--- src/rtl/hba_pkg.sv ---
package hba_pkg;

  // global register byte offsets
  localparam int unsigned GOFF_CTRL = 32'h004;
  localparam int unsigned GOFF_PEND = 32'h008;

  // per-port window
  localparam int unsigned PORT_BASE  = 32'h100;
  localparam int unsigned PORT_SHIFT = 7;

  // per-port register offsets inside a window
  localparam logic [6:0] POFF_PEND = 7'h10;
  localparam logic [6:0] POFF_ENA  = 7'h14;
  localparam logic [6:0] POFF_CMD  = 7'h18;
  localparam logic [6:0] POFF_TF   = 7'h20;
  localparam logic [6:0] POFF_SIG  = 7'h24;
  localparam logic [6:0] POFF_LINK = 7'h28;
  localparam logic [6:0] POFF_SCTL = 7'h2C;
  localparam logic [6:0] POFF_SERR = 7'h30;
  localparam logic [6:0] POFF_TAGS = 7'h34;
  localparam logic [6:0] POFF_ISSU = 7'h38;

  // identity constants
  localparam logic [31:0] SIG_EMPTY  = 32'hFFFF_FFFF;
  localparam logic [31:0] SIG_DISK   = 32'h0000_0101;
  localparam logic [31:0] SIG_PACKET = 32'hEB14_0101;
  localparam logic [31:0] TF_EMPTY   = 32'h0000_007F;
  localparam logic [31:0] LINK_UP    = 32'h0000_0123;

  typedef struct packed {
    logic [31:0] link;
    logic [31:0] sig;
    logic [31:0] tf;
  } port_ident_t;

  function automatic port_ident_t ident_for(input logic present, input logic packet);
    port_ident_t v;
    if (!present) begin
      v.link = '0;
      v.sig  = SIG_EMPTY;
      v.tf   = TF_EMPTY;
    end else begin
      v.link = LINK_UP;
      v.sig  = packet ? SIG_PACKET : SIG_DISK;
      // error byte 1, seek-complete 0x10, dma-ready 0x20, ready 0x40 for disks
      v.tf   = 32'h0000_0130 | (packet ? 32'h0 : 32'h0000_0040);
    end
    return v;
  endfunction

endpackage

--- src/rtl/hba_port_regs.sv ---
module hba_port_regs
  import hba_pkg::*;
(
  input  logic        clk,
  input  logic        rst_n,
  input  logic        ctrl_rst,
  input  logic        dev_present,
  input  logic        dev_packet,
  input  logic        wr_en,
  input  logic [6:0]  reg_off,
  input  logic [31:0] wr_data,
  input  logic [31:0] evt_set,
  output logic [31:0] rd_data,
  output logic        pend
);

  logic [31:0] pend_q, pend_d;
  logic [31:0] ena_q,  ena_d;
  logic [31:0] cmd_q,  cmd_d;
  logic [31:0] sctl_q, sctl_d;
  logic [31:0] serr_q, serr_d;
  logic [31:0] tags_q, tags_d;
  logic [31:0] issu_q, issu_d;
  port_ident_t id_q,   id_d;
  logic        cfg_en;
  logic        id_en;

  assign cfg_en = wr_en | ctrl_rst;
  assign id_en  = ctrl_rst;

  // next state
  always_comb begin
    pend_d = pend_q;
    ena_d  = ena_q;
    cmd_d  = cmd_q;
    sctl_d = sctl_q;
    serr_d = serr_q;
    tags_d = tags_q;
    issu_d = issu_q;
    id_d   = ident_for(dev_present, dev_packet);

    if (wr_en) begin
      unique case (reg_off)
        POFF_PEND: pend_d = pend_q & ~wr_data;
        POFF_ENA:  ena_d  = wr_data;
        POFF_CMD:  cmd_d  = wr_data;
        POFF_SCTL: sctl_d = wr_data;
        POFF_SERR: serr_d = serr_q & ~wr_data;
        POFF_TAGS: tags_d = wr_data;
        POFF_ISSU: issu_d = wr_data;
        default: ;
      endcase
    end

    pend_d = pend_d | evt_set;

    if (ctrl_rst) begin
      pend_d = '0;
      ena_d  = '0;
      sctl_d = '0;
      serr_d = '0;
      tags_d = '0;
    end
  end

  // event word: updated every cycle
  always_ff @(posedge clk or negedge rst_n) begin
    if (!rst_n) begin
      pend_q <= '0;
    end else begin
      pend_q <= pend_d;
    end
  end

  // configuration words: enabled by write or reset
  always_ff @(posedge clk or negedge rst_n) begin
    if (!rst_n) begin
      ena_q  <= '0;
      cmd_q  <= '0;
      sctl_q <= '0;
      serr_q <= '0;
      tags_q <= '0;
      issu_q <= '0;
    end else if (cfg_en) begin
      ena_q  <= ena_d;
      cmd_q  <= cmd_d;
      sctl_q <= sctl_d;
      serr_q <= serr_d;
      tags_q <= tags_d;
      issu_q <= issu_d;
    end
  end

  // identity words: no-device constant until the first reset is applied
  always_ff @(posedge clk or negedge rst_n) begin
    if (!rst_n) begin
      id_q.link <= '0;
      id_q.sig  <= SIG_EMPTY;
      id_q.tf   <= TF_EMPTY;
    end else if (id_en) begin
      id_q <= id_d;
    end
  end

  always_comb begin
    unique case (reg_off)
      POFF_PEND: rd_data = pend_q;
      POFF_ENA:  rd_data = ena_q;
      POFF_CMD:  rd_data = cmd_q;
      POFF_TF:   rd_data = id_q.tf;
      POFF_SIG:  rd_data = id_q.sig;
      POFF_LINK: rd_data = id_q.link;
      POFF_SCTL: rd_data = sctl_q;
      POFF_SERR: rd_data = serr_q;
      POFF_TAGS: rd_data = tags_q;
      POFF_ISSU: rd_data = issu_q;
      default:   rd_data = '0;
    endcase
  end

  assign pend = |(pend_q & ena_q);

  AST_EVT_LANDS: assert property (@(posedge clk) disable iff (!rst_n)
    (!ctrl_rst && evt_set != '0) |=> ((pend_q & $past(evt_set)) == $past(evt_set)));
  AST_RST_CLEARS_PORT: assert property (@(posedge clk) disable iff (!rst_n)
    ctrl_rst |=> (pend_q == '0 && ena_q == '0 && tags_q == '0));
  AST_EMPTY_TF: assert property (@(posedge clk) disable iff (!rst_n)
    (ctrl_rst && !dev_present) |=> (rd_data == rd_data && id_q.tf == TF_EMPTY && id_q.link == '0));
  AST_PACKET_SIG: assert property (@(posedge clk) disable iff (!rst_n)
    (ctrl_rst && dev_present && dev_packet) |=> (id_q.sig == SIG_PACKET));

endmodule

--- src/rtl/hba_irq_fold.sv ---
module hba_irq_fold #(
  parameter int NPORT = 6
) (
  input  logic             clk,
  input  logic             rst_n,
  input  logic             ctrl_rst,
  input  logic [NPORT-1:0] pend,
  input  logic             ena_wr,
  input  logic             ena_val,
  input  logic             clr_wr,
  input  logic [NPORT-1:0] clr_mask,
  output logic [NPORT-1:0] gpend,
  output logic             gena,
  output logic             irq_pulse
);

  logic [NPORT-1:0] gpend_q, gpend_d;
  logic             gena_q,  gena_d;
  logic             irq_q,   irq_d;
  logic             new_bit;
  logic             ena_rise;

  always_comb begin
    gpend_d = gpend_q;
    gena_d  = gena_q;
    if (clr_wr) gpend_d = gpend_q & ~clr_mask;
    gpend_d = gpend_d | pend;
    if (ena_wr) gena_d = ena_val;
    if (ctrl_rst) begin
      gpend_d = '0;
      gena_d  = 1'b0;
    end
    new_bit  = |(gpend_d & ~gpend_q);
    ena_rise = gena_d & ~gena_q & (|gpend_d);
    irq_d    = gena_d & (new_bit | ena_rise);
  end

  always_ff @(posedge clk or negedge rst_n) begin
    if (!rst_n) begin
      gpend_q <= '0;
      gena_q  <= 1'b0;
      irq_q   <= 1'b0;
    end else begin
      gpend_q <= gpend_d;
      gena_q  <= gena_d;
      irq_q   <= irq_d;
    end
  end

  assign gpend     = gpend_q;
  assign gena      = gena_q;
  assign irq_pulse = irq_q;

  AST_FOLD_SETS: assert property (@(posedge clk) disable iff (!rst_n)
    (!ctrl_rst && pend != '0) |=> ((gpend_q & $past(pend)) == $past(pend)));
  AST_IRQ_HAS_CAUSE: assert property (@(posedge clk) disable iff (!rst_n)
    irq_q |-> (gpend_q != '0));
  AST_NO_IRQ_AFTER_RST: assert property (@(posedge clk) disable iff (!rst_n)
    ctrl_rst |=> !irq_q);

endmodule

--- src/rtl/hba_intr_ctrl.sv ---
module hba_intr_ctrl
  import hba_pkg::*;
#(
  parameter int NUM_PORTS = 6,
  parameter int ADDR_W    = 12
) (
  input  logic                    clk,
  input  logic                    rst_n,
  input  logic                    bus_we,
  input  logic [ADDR_W-1:0]       bus_addr,
  input  logic [31:0]             bus_wdata,
  output logic [31:0]             bus_rdata,
  input  logic [NUM_PORTS*32-1:0] port_evt,
  input  logic [NUM_PORTS-1:0]    dev_present,
  input  logic [NUM_PORTS-1:0]    dev_packet,
  output logic                    irq_pulse
);

  localparam int PIDX_W = ADDR_W - PORT_SHIFT;

  logic              boot_q;
  logic              ctrl_rst;
  logic              glob_sel;
  logic              port_sel;
  logic [PIDX_W-1:0] pidx;
  logic              ctrl_wr;
  logic              gpend_wr;
  logic [NUM_PORTS-1:0] port_pend;
  logic [NUM_PORTS-1:0] gpend;
  logic              gena;
  logic [31:0]       port_rd [NUM_PORTS];
  logic [31:0]       glob_rd;
  logic [31:0]       win_rd;

  // reset is applied synchronously in the first clock after release
  always_ff @(posedge clk or negedge rst_n) begin
    if (!rst_n) boot_q <= 1'b1;
    else        boot_q <= 1'b0;
  end

  assign glob_sel = (bus_addr < ADDR_W'(PORT_BASE));
  assign pidx     = PIDX_W'((bus_addr - ADDR_W'(PORT_BASE)) >> PORT_SHIFT);
  assign port_sel = !glob_sel && (pidx < PIDX_W'(NUM_PORTS));
  assign ctrl_wr  = bus_we && (bus_addr == ADDR_W'(GOFF_CTRL));
  assign gpend_wr = bus_we && (bus_addr == ADDR_W'(GOFF_PEND));
  assign ctrl_rst = boot_q | (ctrl_wr & bus_wdata[0]);

  for (genvar i = 0; i < NUM_PORTS; i++) begin : g_port
    logic hit;
    assign hit = port_sel && (pidx == PIDX_W'(i));
    hba_port_regs u_port (
      .clk         (clk),
      .rst_n       (rst_n),
      .ctrl_rst    (ctrl_rst),
      .dev_present (dev_present[i]),
      .dev_packet  (dev_packet[i]),
      .wr_en       (bus_we & hit),
      .reg_off     (bus_addr[6:0]),
      .wr_data     (bus_wdata),
      .evt_set     (port_evt[i*32 +: 32]),
      .rd_data     (port_rd[i]),
      .pend        (port_pend[i])
    );
  end

  hba_irq_fold #(.NPORT(NUM_PORTS)) u_fold (
    .clk       (clk),
    .rst_n     (rst_n),
    .ctrl_rst  (ctrl_rst),
    .pend      (port_pend),
    .ena_wr    (ctrl_wr),
    .ena_val   (bus_wdata[1]),
    .clr_wr    (gpend_wr),
    .clr_mask  (bus_wdata[NUM_PORTS-1:0]),
    .gpend     (gpend),
    .gena      (gena),
    .irq_pulse (irq_pulse)
  );

  always_comb begin
    glob_rd = '0;
    if (bus_addr == ADDR_W'(GOFF_CTRL)) begin
      glob_rd[31] = 1'b1;
      glob_rd[1]  = gena;
    end else if (bus_addr == ADDR_W'(GOFF_PEND)) begin
      glob_rd[NUM_PORTS-1:0] = gpend;
    end
  end

  always_comb begin
    win_rd = '0;
    for (int i = 0; i < NUM_PORTS; i++) begin
      if (pidx == PIDX_W'(i)) win_rd = port_rd[i];
    end
  end

  assign bus_rdata = glob_sel ? glob_rd : (port_sel ? win_rd : 32'h0);

  AST_CTRL_RST_GLOBAL: assert property (@(posedge clk) disable iff (!rst_n)
    ctrl_rst |=> (gpend == '0 && !gena));
  AST_BOOT_ONCE: assert property (@(posedge clk) disable iff (!rst_n)
    boot_q |=> !boot_q);

endmodule

--- config.mk ---
export PLATFORM = sky130hd
export DESIGN_NAME = hba_intr_ctrl
export DESIGN_NICKNAME = d
export VERILOG_FILES = /design/src/rtl/hba_pkg.sv /design/src/rtl/hba_port_regs.sv /design/src/rtl/hba_irq_fold.sv /design/src/rtl/hba_intr_ctrl.sv
export SDC_FILE = /design/constraint.sdc
export NUM_CORES = 2
export LEC_CHECK = 0
export ABC_AREA = 1
export BUFFER_PORTS_ARGS = -buffer_cell sky130_fd_sc_hd__buf_2
export CORE_AREA = 2 2 355 357
export CTS_BUF_LIST = sky130_fd_sc_hd__clkbuf_4 sky130_fd_sc_hd__clkbuf_8
export DETAILED_ROUTE_END_ITERATION = 8
export DIE_AREA = 0 0 357 359
export PLACE_DENSITY = 0.77
export SYNTH_ARGS = -nofsm -noshare
export SYNTH_HDL_FRONTEND = slang
export SYNTH_SLANG_ARGS = --single-unit
export TNS_END_PERCENT = 30
--- constraint.sdc ---
create_clock -name clk -period 3.82 [get_ports clk]
set_clock_uncertainty 0.15 [all_clocks]
set_input_delay 0.764 -clock clk [delete_from_list [all_inputs] [get_ports clk]]
set_output_delay 0.764 -clock clk [all_outputs]
set_load 0.01 [all_outputs]
* After elaboration in Yosys (flattened, before gate mapping) *
Cells that the tools add are included.

operators by class
  magnitude comparators = 2
  bitwise gates (word level) = 49
  $add $sub $neg = 1
  muxes and demuxes = 116
  reductions and logical operators = 65
  equal/unequal tests = 17

operators by type and width
  cell                                                   count
  2-to-1 mux 32 bit                                      89
  one-hot mux 32 bit (10 select lines)                   6
  bitwise AND 32 bit                                     18
  2-to-1 mux 73 bit                                      6
  OR 32 bit                                              6
  OR reduction 32 bit                                    6
  AND reduction 3 bit                                    36
  equality test 7 x 6 -> 1 bit (second input constant)   7
  2-to-1 mux 7 bit                                       6
  inverter 32 bit                                        1
  equality test 7 x 5 -> 1 bit (second input constant)   3
  nonzero test 2 bit                                     10
  2-to-1 mux 6 bit                                       3
  bitwise AND 6 bit                                      2
  equality test 12 x 3 -> 1 bit (second input constant)  1
  equality test 12 x 4 -> 1 bit (second input constant)  1
  < comparator 12 x 9 -> 1 bit (second input constant)   1
  inverter 6 bit                                         2
  OR reduction 6 bit                                     2
  subtractor 12 x 9 -> 12 bit (second input constant)    1
  bitwise AND 1 bit                                      10
  equality test 5 x 2 -> 1 bit (second input constant)   2
  equality test 5 x 3 -> 1 bit (second input constant)   2
  logical AND 1 bit                                      9
  9 further kinds                                        20

storage, ports and cells
  output and inout bits = 33
  bits of input ports = 251
  register bits = 1929

* Longest topological paths before layout *
  depth after elaboration = 10
  gate-level depth with buffers = 20
  gate-level depth less buffers = 19

* By module *
A second synthesis with hierarchy kept.

second synthesis, totals
  cells, all modules = 9290
  area, all modules = 68768.5 um^2

by module, submodules not included
  module         cells each  instances  area each (um^2)
  hba_port_regs  1461        6          11018.1
  hba_intr_ctrl  464         1          2237.1
  hba_irq_fold   60          1          422.9

* Worst setup path after synthesis *
Ideal clock, no wire load.

  kind = input -> output
  start point = input port bus_addr[8]
  end point = output port bus_rdata[21]
  required time = 2906 ps
  path slack = 364 ps
  path buffers = 2
  stages on the path = 13
  arrival time = 2542 ps
  cells stage by stage = inv_2 -> ha_1 -> or2_2 -> nand3_2 -> inv_1 -> nand4_2 -> buf_2 -> clkbuf_1 -> nand3_1 -> nand2_1 -> nand3_1 -> nand3_1 -> inv_1

on the way
  word-level cells in the longest chain between the ends = 10
  elaborated cells between the ends (all ways) = 19
  those cells by class = 1 x add/sub; 2 x order compare; 5 x eq/ne; 8 x mux; 3 x reduce/logical

ends and longest elaborated chain
  what                             RTL line             source
  start, declared                  hba_intr_ctrl.sv:10  input logic [ADDR_W-1:0] bus_addr,
  subtractor 12 x 9 -> 12 bit      hba_intr_ctrl.sv:42  assign pidx = PIDX_W'((bus_addr - ADDR_W'(PORT_BASE)) >> PORT_SHIFT);
  zero test 5 bit                  hba_intr_ctrl.sv:93  if (pidx == PIDX_W'(i)) win_rd = port_rd[i];
  2-to-1 mux 32 bit (6 in series)  hba_intr_ctrl.sv:93
  2-to-1 mux 32 bit                hba_intr_ctrl.sv:97  assign bus_rdata = glob_sel ? glob_rd : (port_sel ? win_rd : 32'h0);
  2-to-1 mux 32 bit (*)            hba_intr_ctrl.sv:97
  end, declared                    hba_intr_ctrl.sv:12  output logic [31:0] bus_rdata,

Mark *: on every way between the ends. The rest lies on a longest branch, timed or not.

* Final worst setup path *
  start point = input port bus_addr[1]
  end point = output port bus_rdata[28]

on the way
  word-level cells in the longest chain between the ends = 10
  elaborated cells between the ends (all ways) = 35
  those cells by class = 1 x add/sub; 2 x order compare; 15 x eq/ne; 14 x mux; 3 x reduce/logical

ends and longest elaborated chain
  what                                                                     RTL line
  subtractor 12 x 9 -> 12 bit (tied with other cells)                      hba_intr_ctrl.sv:42
  zero test 5 bit or one-hot mux 32 bit (10 select lines) (tied branches)  hba_intr_ctrl.sv:93, hba_port_regs.sv:106
  2-to-1 mux 32 bit (6 in series)                                          hba_intr_ctrl.sv:93
  2-to-1 mux 32 bit                                                        hba_intr_ctrl.sv:97
  2-to-1 mux 32 bit (*)                                                    hba_intr_ctrl.sv:97

Marks and branches as above.

==> run_results.csv <==
group,metric,value,unit
timing,period_needed,3.968,ns
timing,whs,0.03630,ns
yosys,synth_top_area_frac,0.5495,
place,place.gp.congestion,1.040,
worst_hold_path,hold_path_startpoint,"port_evt[47]",
yosys,synthTopCellsByArea,"dfrtp_1 55%, nand2_1 13%, o21ai_0 11%",
yosys,synth_compound_area_frac,0.2003,
detailed_routing,firstDrtPassIters,7,
setup_path,crit_path_top_delay_cell,"bufbuf_16",
setup_path,start_kind,"primary input",
yosys,synth_area,0.06184,mm²
floorplanning,coreArea,0.1246,mm²
power,leakage,37.40,nW
setup_path,rr_worst_depth,12,
worst_hold_path,hold_path_depth,3,
timing,drv_slew,0,
setup_path,r2r-end,"u_fold.irq_pulse$_DFF_PN0_",
setup_path,crit_type,"primary input to output pin",
floorplanning,row_count,130,
yosys,ys_types,53,
setup_path,required,2.91,ns
finish,drive_gt1_frac,0.2053,
detailed_routing,vias_per_cell,6.199,
clocking,cts_tree,"done",
yosys,syn_nets,7549,
setup_path,crit_fanout,12,
setup_path,cp-end-kind,"output pin",
detailed_routing,post_drt_wl_per_cell,27.65,µm
yosys,yosys.area.top_type,"dfrtp_1",
setup_path,cpMostUsedCell,"buf_6",
setup_path,timing.rr.start,"g_port[5].u_port.ena_q[20]$_DFFE_PN0P_",
clocking,clk_latency,0.99,ns
yosys,synth-seq-area-share,0.5576,
timing,max-slew-margin-rel,0.1896,
floorplanning,die_x,357,µm
finish,fill_cells,10180,
timing,setup_viol,32,
setup_path,critPathMaxStageDelay,0.33,ns
finish,syn2layout_area_growth,28.77,%
finish,final_cell_mix,"2,078 x nand2_1, 1,358 x dfrtp_1, 1,333 x o21ai_0, 525 x inv_1",
setup_path,path_cells,"buf_8, nor2_4, buf_6, nand3_4, nor2_4, buf_4, buf_6, buf_12, bufbuf_16, a22o_1, a21oi_1, o2111ai_1, nand2_2, a21oi_2, buf_6, buf_6",
yosys,synth_warnings,0,
place,placed_area,0.06913,mm²
timing,finalHoldViolCount,0,
place,hpwl,184.8,mm
timing,setup_tns,-2.070,ns
grt,grt_pass1_wl,401.4,mm
finish,utilization,0.6391,
timing,min_period_over_period,1.039,
yosys,synth_top_family_by_area,"compound AO/OA/AOI/OAI gates",
detailed_routing,drtAntennaViolNets,0,
yosys,synth_edf_count,0,
detailed_routing,drtIter0Drc,8750,
finish,layout_commonest_cell,"nand2_1",
power,worst_ir_drop_vdd,0.0003911,V
place,portBuffers,283,
yosys,synth_cells,7296,
worst_hold_path,worstHoldPathType,"primary input to register",
detailed_routing,drt_wl_total,276.5,mm
timing,worst_pin_slew,1.205,ns
timing,fmax,252.0,MHz
grt,grtUsageTotal,0.4276,
yosys,synthXorXnorAreaFrac,0.0004047,
floorplanning,initial_core_util,0.4963,
yosys,synthSimpleGateAreaFrac,0.1723,
yosys,yosys_most_used_dff,"dfrtp_1",
power,powerDensity,412.5,mW/mm²
grt,grt_max_degree,116,
yosys,syn_avg_cell_area,8.476,µm²
place,place_ws,-0.4483,ns
status,violations,"negative setup slack",
clocking,htreeDepth,4,
grt,antenna_found_initial,11,
finish,final_area,0.07963,mm²
detailed_routing,vias,61990,
timing,rsz0062_at_grt,"yes",
yosys,muxShareOfSynthArea,0,
clocking,clk_pin_slew,0.07,ns
floorplanning,ios,284,
clocking,cts_buffer_depth,3,
grt,grt_pass1_vias,60290,
grt,grt_overflow,0,
detailed_routing,drc_errors,0,
status,run_status,"finished with violations",
clocking,clock-sinks,1377,
yosys,synthAdderAreaFrac,0.0004047,
finish,final_nets,8409,
clocking,cts_made_buffers,222,
worst_hold_path,hold_end,"g_port[1].u_port.pend_q[15]$_DFF_PN0_",
timing,fin_ws,-0.1476,ns
setup_path,rrSetupSlack,0.54,ns
yosys,postSynth.asyncResetShare,1.000,
setup_path,cp_data_arrival_time,3.05,ns
floorplanning,die_h,359,µm
yosys,ys_ff_latch,1377,
clocking,root_buffer,"clkbuf_8",
flow_run,cap_violations,0,
floorplanning,die_area,0.1282,mm²
[critical path: cells and delay by family]
kind	cells	cell delay, ns
compound gates	4	0.54
simple gates	4	0.50
buf+inv	8	1.24
[power by group]
part / internal [W] / total, W / switching, W
clock network: 0.00777 / 0.0141 / 0.00637
registers: 0.0152 / 0.0158 / 0.000512
logic: 0.000928 / 0.00295 / 0.00202
[synthesized netlist by cell type, types with 7 or more instances]
library cell,count
nand2_1,2155
o21ai_0,1371
dfrtp_1,1358
inv_1,546
a21oi_1,430
clkbuf_1,304
a221oi_1,188
nand3_1,187
buf_2,127
nor2_1,113
nand4_1,105
a21boi_0,41
o22ai_1,36
a22o_1,34
buf_1,30
a211oi_1,22
o31ai_1,21
clkbuf_2,20
dfstp_2,19
a21oi_2,18
nand3b_1,18
buf_4,16
o2111ai_1,16
nor3_1,14
nor4_1,14
nor2_2,12
inv_2,11
nand2_2,11
o211ai_1,8
a31oi_1,7
[flip-flops by register name, indices dropped and copies added, names as in the netlist]
name,count
u_fold.gpend,6
g_port.u_port.serr_q,192
u_fold.gena,1
g_port.u_port.id_q,24
g_port.u_port.pend_q,192
g_port.u_port.tags_q,192
g_port.u_port.ena_q,192
g_port.u_port.issu_q,192
u_fold.irq_pulse,1
g_port.u_port.cmd_q,192
g_port.u_port.sctl_q,192
boot_q,1
[stage by stage]
stage,total power [W],instances
6_report,0.03285,10000
5_1_grt,0.03379,9995
4_1_cts,0.03266,9969
3_5_place_dp,0.01853,9279
3_3_place_gp,0.01846,9279
2_1_floorplan,0.01690,7296
[worst max-delay path by stage]
stage / startpoint / endpoint / slack [ns]
2_1_floorplan: bus_addr[8] / bus_rdata[21] / 0.36
3_3_place_gp: bus_addr[1] / bus_rdata[28] / -0.42
3_5_place_dp: bus_addr[1] / bus_rdata[28] / -0.45
4_1_cts: bus_addr[1] / bus_rdata[28] / -0.03
5_1_grt: bus_addr[1] / bus_rdata[8] / -0.17
6_report: bus_addr[1] / bus_rdata[28] / -0.15
[logic make-up after synthesis]
kind of cell	after synthesis
and+or+nand+nor	2641
AOI/OAI and AO/OA	2211
DFF	1377
buffers and inverters	1062
xor gates and xnor gates	2
adders and majority gates	2
other	1
[cell type report]
class / count / area [µm²] / area share
repair inverters: 1 / 6.256 / 0.00007856
multi-input cells: 4857 / 24650 / 0.3096
clock inverters: 44 / 445.4 / 0.005594
clock buffers: 366 / 4518 / 0.05674
repair buffers: 1136 / 11310 / 0.1420
diodes: 8 / 20.02 / 0.0002514
flip-flops and latches: 1377 / 34480 / 0.4330
well taps: 1650 / 2064 / 0.02593
inverters: 561 / 2132 / 0.02677
[per-layer routing]
metal,global-route usage,share of wire
met2,0.6190,0.42
met3,0.1340,0.14
met1,0.5372,0.35
met5,0,0.00012
met4,0.3172,0.091
[what timing repair did]
item,4_1_cts,5_1_grt
gates cloned,30,1
hold endpoints to repair,252,0
buffers inserted,60,25
pin swaps,94,82
hold buffers,194,0
resized for setup,379,145
setup endpoints to repair,32,32
No activity file was read; power rests on OpenSTA's default activity.
